### src/rtl/dcblk_pkg.sv
package dcblk_pkg;

    localparam int DEF_SAMPLE_W = 24;
    localparam int DEF_FRAC_W   = 14;
    localparam int DEF_SHIFT    = 14;
    localparam int DEF_NUM_CH   = 2;

    // Channel tag values on the stream
    typedef enum logic {
        CH_LEFT  = 1'b0,
        CH_RIGHT = 1'b1
    } chan_e;

    // Width of one offset accumulator: sample bits plus guard bits
    function automatic int acc_width(input int sample_w, input int frac_w);
        return sample_w + frac_w;
    endfunction

    // Width of a channel tag for a given number of channels
    function automatic int tag_width(input int num_ch);
        return (num_ch > 1) ? $clog2(num_ch) : 1;
    endfunction

endpackage

### src/rtl/dcblk_sat_sub.sv
module dcblk_sat_sub #(
    parameter int W = dcblk_pkg::DEF_SAMPLE_W
) (
    input  logic signed [W-1:0] minuend,
    input  logic signed [W-1:0] subtrahend,
    output logic signed [W-1:0] result
);
    localparam logic signed [W-1:0] MAX_V = {1'b0, {(W-1){1'b1}}};
    localparam logic signed [W-1:0] MIN_V = {1'b1, {(W-1){1'b0}}};

    logic signed [W:0] diff;

    always_comb begin
        diff = {minuend[W-1], minuend} - {subtrahend[W-1], subtrahend};
        if (diff[W] != diff[W-1]) begin
            result = diff[W] ? MIN_V : MAX_V;
        end else begin
            result = diff[W-1:0];
        end
    end
endmodule

### src/rtl/dcblk_tracker.sv
module dcblk_tracker #(
    parameter int NUM_CH   = dcblk_pkg::DEF_NUM_CH,
    parameter int SAMPLE_W = dcblk_pkg::DEF_SAMPLE_W,
    parameter int FRAC_W   = dcblk_pkg::DEF_FRAC_W,
    parameter int SHIFT    = dcblk_pkg::DEF_SHIFT,
    localparam int ACC_W   = dcblk_pkg::acc_width(SAMPLE_W, FRAC_W),
    localparam int CH_W    = dcblk_pkg::tag_width(NUM_CH)
) (
    input  logic                       clk,
    input  logic                       rst,
    input  logic                       upd_valid,
    input  logic [CH_W-1:0]            upd_chan,
    input  logic signed [SAMPLE_W-1:0] sample,
    input  logic                       enable,
    output logic signed [SAMPLE_W-1:0] dc_sel,
    output logic [NUM_CH*ACC_W-1:0]    est_flat
);
    logic signed [ACC_W-1:0] acc [NUM_CH];
    logic signed [ACC_W:0]   x_scaled;
    logic signed [ACC_W-1:0] acc_sel;

    assign x_scaled = {sample[SAMPLE_W-1], sample, {FRAC_W{1'b0}}};

    for (genvar c = 0; c < NUM_CH; c++) begin : g_chan
        logic signed [ACC_W:0] err;
        logic signed [ACC_W:0] step;

        always_comb begin
            err  = x_scaled - {acc[c][ACC_W-1], acc[c]};
            step = err >>> SHIFT;
        end

        always_ff @(posedge clk) begin
            if (rst) begin
                acc[c] <= '0;
            end else if (upd_valid && enable && (upd_chan == CH_W'(c))) begin
                acc[c] <= acc[c] + step[ACC_W-1:0];
            end
        end

        assign est_flat[c*ACC_W +: ACC_W] = acc[c];
    end

    assign acc_sel = acc[upd_chan];
    assign dc_sel  = acc_sel[ACC_W-1:FRAC_W];
endmodule

### src/rtl/dcblk_hpf.sv
module dcblk_hpf #(
    parameter int NUM_CH   = dcblk_pkg::DEF_NUM_CH,
    parameter int SAMPLE_W = dcblk_pkg::DEF_SAMPLE_W,
    parameter int FRAC_W   = dcblk_pkg::DEF_FRAC_W,
    parameter int SHIFT    = dcblk_pkg::DEF_SHIFT,
    localparam int ACC_W   = dcblk_pkg::acc_width(SAMPLE_W, FRAC_W),
    localparam int CH_W    = dcblk_pkg::tag_width(NUM_CH)
) (
    input  logic                       clk,
    input  logic                       rst,
    input  logic                       in_valid,
    input  logic [CH_W-1:0]            in_chan,
    input  logic signed [SAMPLE_W-1:0] in_data,
    input  logic                       enable,
    output logic                       out_valid,
    output logic [CH_W-1:0]            out_chan,
    output logic signed [SAMPLE_W-1:0] out_data
);
    logic signed [SAMPLE_W-1:0] dc_now;
    logic signed [SAMPLE_W-1:0] clean;
    logic [NUM_CH*ACC_W-1:0]    est_flat;

    dcblk_tracker #(
        .NUM_CH  (NUM_CH),
        .SAMPLE_W(SAMPLE_W),
        .FRAC_W  (FRAC_W),
        .SHIFT   (SHIFT)
    ) tracker_i (
        .clk      (clk),
        .rst      (rst),
        .upd_valid(in_valid),
        .upd_chan (in_chan),
        .sample   (in_data),
        .enable   (enable),
        .dc_sel   (dc_now),
        .est_flat (est_flat)
    );

    dcblk_sat_sub #(.W(SAMPLE_W)) sub_i (
        .minuend   (in_data),
        .subtrahend(dc_now),
        .result    (clean)
    );

    always_ff @(posedge clk) begin
        if (rst) begin
            out_valid <= 1'b0;
            out_chan  <= '0;
            out_data  <= '0;
        end else begin
            out_valid <= in_valid;
            if (in_valid) begin
                out_chan <= in_chan;
                out_data <= clean;
            end
        end
    end
endmodule

### config.mk
export PLATFORM = sky130hd
export DESIGN_NAME = dcblk_hpf
export DESIGN_NICKNAME = d
export VERILOG_FILES = /design/src/rtl/dcblk_pkg.sv /design/src/rtl/dcblk_sat_sub.sv /design/src/rtl/dcblk_tracker.sv /design/src/rtl/dcblk_hpf.sv
export SDC_FILE = /design/constraint.sdc
export NUM_CORES = 1
export LEC_CHECK = 0
export BUFFER_PORTS_ARGS = -buffer_cell sky130_fd_sc_hd__buf_2
export CORE_MARGIN = 10
export CORE_UTILIZATION = 40
export CTS_CLUSTER_DIAMETER = 80
export DETAILED_ROUTE_END_ITERATION = 8
export PLACE_DENSITY = 0.57
export SYNTH_ARGS = -nofsm -noshare
export SYNTH_HDL_FRONTEND = slang
export SYNTH_SLANG_ARGS = --single-unit
### constraint.sdc
create_clock -name clk -period 5.4 [get_ports clk]
set_input_delay 0.54 -clock clk [delete_from_list [all_inputs] [get_ports clk]]
set_output_delay 0.54 -clock clk [all_outputs]
set_load 0.01 [all_outputs]
Word-level counts from Yosys, hierarchy flattened
Memory sizes are Yosys's and may differ from the RTL's.
Index checks and enable logic that the tools add are counted.
{"block": "classes", "eq_ne": 1, "n_bitwise": 3, "muxes": 12, "n_reduce_logical": 3, "n_addsub": 5}
{"cell": "$sub A38 B38 Y39", "count": 2}
{"cell": "$add A38 B38 Y38", "count": 2}
{"cell": "$mux W38", "count": 2}
{"cell": "$mux W24", "count": 2}
{"cell": "$sub A24 B24 Y25", "count": 1}
{"cell": "$mux W1", "count": 8}
{"cell": "$logic_and A1 B1 Y1", "count": 3}
{"cell": "$or A1 B1 Y1", "count": 2}
{"cell": "$ne A1 B1 Y1", "count": 1}
{"cell": "$not A1 Y1", "count": 1}
{"block": "word_totals", "register_bits": 26, "memories": 1, "elab_cells": 28, "mem_bits_rw": 76, "output_inout_bits": 26}
{"memory": "tracker_i.acc", "depth": 2, "word_bits": 38, "read_ports": 3, "rd_ports_with_merged_regs": 0, "write_ports": 2, "line": "dcblk_tracker.sv:18", "rtl": "logic signed [ACC_W-1:0] acc [NUM_CH];"}

Longest topological paths before layout
{"block": "depth", "depth_word": 6, "mapped_depth": 21}

Cells and area by module
Synthesis repeated with hierarchy kept, for this count alone.
{"block": "hier_totals", "hier_cells": 1465, "area_unflattened_um2": 11855.1}
{"module": "dcblk_tracker", "cells_per_inst": 1097, "area_each_um2": 9082.5, "instances": 1}
{"module": "dcblk_sat_sub", "cells_per_inst": 285, "area_each_um2": 1835.5, "instances": 1}
{"module": "dcblk_hpf", "cells_per_inst": 83, "area_each_um2": 937.1, "instances": 1}

Worst setup path before layout
No wires, ideal clock.
{"block": "synth_path", "path_kind": "input port to flip-flop", "from": "in in_data[1]", "to": "mem tracker_i.acc[1][36] (netlist bit) (data pin)", "path_buffers": 0, "arrival_time_ps": 4423, "stages": 18, "required_time_ps": 5140, "setup_slack_ps": 717, "path_cell_list": "ha_1 > a211oi_1 > nor2_1 > a2111oi_4 > nor3_1 > a311o_1 > and4_4 > o32ai_4 > ha_1 > a21o_1 > a21o_1 > a21o_1 > a21o_1 > a21oi_1 > o21ai_0 > a31oi_1 > o21ai_1 > mux2i_1"}
{"item": "start, declared", "line": "dcblk_hpf.sv:13", "rtl": "input logic signed [SAMPLE_W-1:0] in_data,"}
{"item": "end, declared", "line": "dcblk_tracker.sv:18"}

==> flow_results.org <==
** Clock network
- Number of buffers added to fix hold violations after cts :: 0
- Root Buffer Master :: sky130_fd_sc_hd__clkbuf_16
- Counting every sink on the clock net gives 102.
- TritonCTS buffer count :: 9
- Clock latency on the worst-skew pair :: approximately 0.37 ns
- H-tree depth :: 3
- Clock-pin slew on the worst setup and hold paths :: around 0.090 ns
- No sink is reached through more buffers than the 2 on the longest clock path.
- CTS tree :: done

** Layout
- Fill count :: around 2,900
- Count of non-filler cells in the finished layout :: between 1,500 and 2,000
- The final layout contains 1,601 nets.
- Number of antenna repair diodes :: 0
- Synth-to-Final Area Change :: 10.3%
- Final standard cell area without fillers :: between 10,000 and 15,000 um2
- Post-Route Utilization :: approximately 45%
- In the final layout, the share of cells above drive strength 1 is between 10% and 20%.

** Run status
- The run finished with clean final reports.

** Critical path
- At the worst endpoint, the required time is 5.64 ns.
- Startpoint of the lowest-slack register-to-register path :: tracker_i.acc[0][0]
- Along the worst path, the maximum fanout reaches 5.
- STA classifies the critical path startpoint as a flop.
- STA classifies the critical path endpoint as a flop.
- Crit. Startpoint :: tracker_i.acc[0][0]
- Data arrives at the worst endpoint at ~5.3 ns.
- Type of the worst setup path :: flop to flop

** Global route
- Total gr overflow :: 0
- Via count of the first global-routing pass :: slightly below 10,000
- Global-route wire length before repair :: about 53,000 um
- Overall track demand over capacity in global routing :: a little under a fifth
- Maximum number of pins on one net before global-route repair :: 51
- Number of antenna violations at the first check in global routing :: 2

** Synthesis
- A synthesized cell averages ~8.6 um2.
- Synth Register Bits :: about 100
- Total number of yosys warnings :: 0
- Number of flops mapped to enable cells by yosys :: 76
- The number of nets in the synthesized netlist is 1,539.
- Async set or reset register ratio after synthesis :: 0%
- Summing the sequential cell areas from Yosys gives approximately a quarter of the chip area.
- Number of standard cells after synthesis :: around 1,400
- Post-synthesis cell type count :: 82
- Among all flip-flop cells after synthesis, the most frequent one is sky130_fd_sc_hd__edfxtp_1.
- Cell area after synthesis :: around 12,000 um2

** Power and ir drop
- Static leakage power :: 5.67 nW
- Peak supply drop :: approximately 0.16 mV
- Power density of the placed cells :: about 300 nW/um2

** Routing
- Summing over every cut layer, the via total after detailed routing is 10,300.
- The routed design has 33,900 um of wire.
- Iteration-0 DRC Markers :: 699
- In the routed design, unresolved DRC markers number 0.
- Once detail routing completed, the nets flagged for antenna violations numbered 0.
- Average via count per standard cell :: about 5.7
- In the final routed layout, each cell accounts on average for 18.8 um.
- Before antenna repair, the detailed router went through 6 iterations.

** Run
- Max-cap violations in this run came to 0.

** Placement
- Number of placed instances, taps included :: 1,791
- The placed instances occupy a cell area of between 10,000 and 15,000 um2.
- Placer congestion estimate :: ~0.93
- HPWL after DPL :: around 28,000 um
- Count of input and output buffers :: 54

** STA
- At the pin with the least slew margin, the transition time is about 1.1 ns.
- Max Clock Skew :: 0.0115 ns
- Setup violations remaining at the end of the flow were counted as 0.
- The clock period could shrink to about 5.0 ns.
- Dividing the final minimum period by the clock period gives about 93%.
- Relative slew slack :: between 20% and 30%
- The max-slew violation count is 0.
- Sum of negative setup slack :: 0 ns
- The final hold violation count is 0.
- RSZ-0062 raised after global routing :: false
- Max Clk Rate :: 0.198 GHz
- Worst slack on hold paths :: just under 0.5 ns

** Die
- Placeable Area :: ~29,000 um2
- Area of the die :: roughly 36,000 um2
- The die is between 150 and 200 um tall.
- Initial Utilization :: 40.6%
- After floorplanning, the core was divided into 62 placement rows.
- In this run the horizontal extent of the chip is ~190 um.
- During I/O placement, the number of pins put on the boundary was 55.

** Min path
- The path class of the tightest hold or removal check is flop to flop.
- Hold Startpoint :: out_data[1]
## routing by layer
layer | vias up | global-route usage, % | part of all wire (%)
met4 | 0 | 5.21 | 2.1
met5 | - | 0 | 0
met3 | 42 | 3.07 | 6.1
li1 | 5157 | - | -
met2 | 286 | 28.3 | 43
met1 | 4782 | 25.8 | 49
## sequential cells by signal, summed over array words and instances, names as in the netlist
register / count
out_data: 24
tracker_i.acc: 76
out_chan: 1
out_valid: 1
## power by group
group	switching (W)	internal (W)	total (W)	leakage [nW]
logic	0.00124	0.000900	0.00214	4.50
clock network	0.000363	0.000377	0.000741	0.159
registers	0.0000597	0.000918	0.000978	1.01
## placed cells by master (no fill, tap or decap), drive strengths merged, types with 28 or more instances in the layout
cell type and count:
a21oi 97, a21o 73, xnor2 69, inv 93
buf 85, nor2 160, nor3 28, a211oi 40
nand3 30, edfxtp 76, o21ai 63, ha 150
xor2 46, nand2 68
## worst paths after layout
check	endpoint	slack, ns	cells past startpoint
hold reg to reg	out_data[1]	0.49	2
hold / removal	out_data[1]	0.49	2
setup reg to reg	tracker_i.acc[0][35]	0.36	17
setup / recovery	tracker_i.acc[0][35]	0.36	17
## through the flow
stage | setup slack [ns] | power (W)
after floorplan | 0.717 | 0.00259
after global placement | 0.128 | 0.00309
after detailed placement | 0.0368 | 0.00309
after CTS | 0.215 | 0.00385
after global routing | 0.00707 | 0.00415
final | 0.360 | 0.00386
## synth_stat cells, drive strengths merged, types with 7 or more instances
cell    number  area, um2
nor2       160        601
ha         150       1880
a21oi       97        485
inv         89        334
edfxtp      76       2280
a21o        73        548
xnor2       69        623
nand2       68        255
o21ai       63        334
xor2        46        403
a211oi      40        410
nand3       30        150
nor3        28        140
clkbuf      27        101
mux2i       27        270
dfxtp       26        521
maj3        23        259
nand4       20        125
o21a        20        150
o21bai      20        150
nor2b       18        115
nand2b      17        106
a31oi       14       87.6
and2        12       75.1
or3         11       68.8
a21boi      10       75.1
and3        10       62.6
and4        10       90.1
a41oi        9       86.3
or4          9       71.3
o211ai       8       65.1
buf          7       57.6
nor4         7       50.1
## final cells by class
| cell class | count | area (um2) | area share, % |
|---|---|---|---|
| Multi-Input combinational cell | 1132 | 8440 | 65.5 |
| Sequential cell | 102 | 2800 | 21.8 |
| Timing Repair Buffer | 85 | 503 | 3.91 |
| Tap cell | 384 | 480 | 3.73 |
| Inverter | 89 | 334 | 2.59 |
| Clock buffer | 9 | 225 | 1.75 |
| Clock inverter | 7 | 97.6 | 0.758 |
## kinds of logic (layout without fill, tap and decap cells)
family,Yosys count,after routing,share of synthesized area [%]
compound gates,398,398,24.5
xor+xnor,115,115,8.79
simple gates,416,416,17.4
fa+ha+maj,176,176,18.8
flops,102,102,24.0
buf+inv,123,190,4.22
mux,27,27,2.32
## timing repair
item	in CTS	in global routing
setup endpoints to repair	0	7
setup buffers	0	1
resized for setup	0	10
## worst max-delay path: stages (launching register included)
cell and delay, ns:
sky130_fd_sc_hd__edfxtp_1 0.45, sky130_fd_sc_hd__or4_1 0.59, sky130_fd_sc_hd__or4_1 0.60, sky130_fd_sc_hd__o21ai_2 0.22
sky130_fd_sc_hd__o21ai_1 0.10, sky130_fd_sc_hd__nand2b_1 0.14, sky130_fd_sc_hd__a21o_1 0.16, sky130_fd_sc_hd__xor2_1 0.15
sky130_fd_sc_hd__ha_1 0.30, sky130_fd_sc_hd__a21oi_1 0.19, sky130_fd_sc_hd__nand2_1 0.06, sky130_fd_sc_hd__or4_1 0.51
sky130_fd_sc_hd__a41oi_1 0.35, sky130_fd_sc_hd__o21ai_1 0.16, sky130_fd_sc_hd__a21oi_1 0.25, sky130_fd_sc_hd__o21ai_1 0.20
sky130_fd_sc_hd__or3_1 0.38, sky130_fd_sc_hd__nand3_1 0.09
Note: power is estimated with default switching activity, not from simulation.
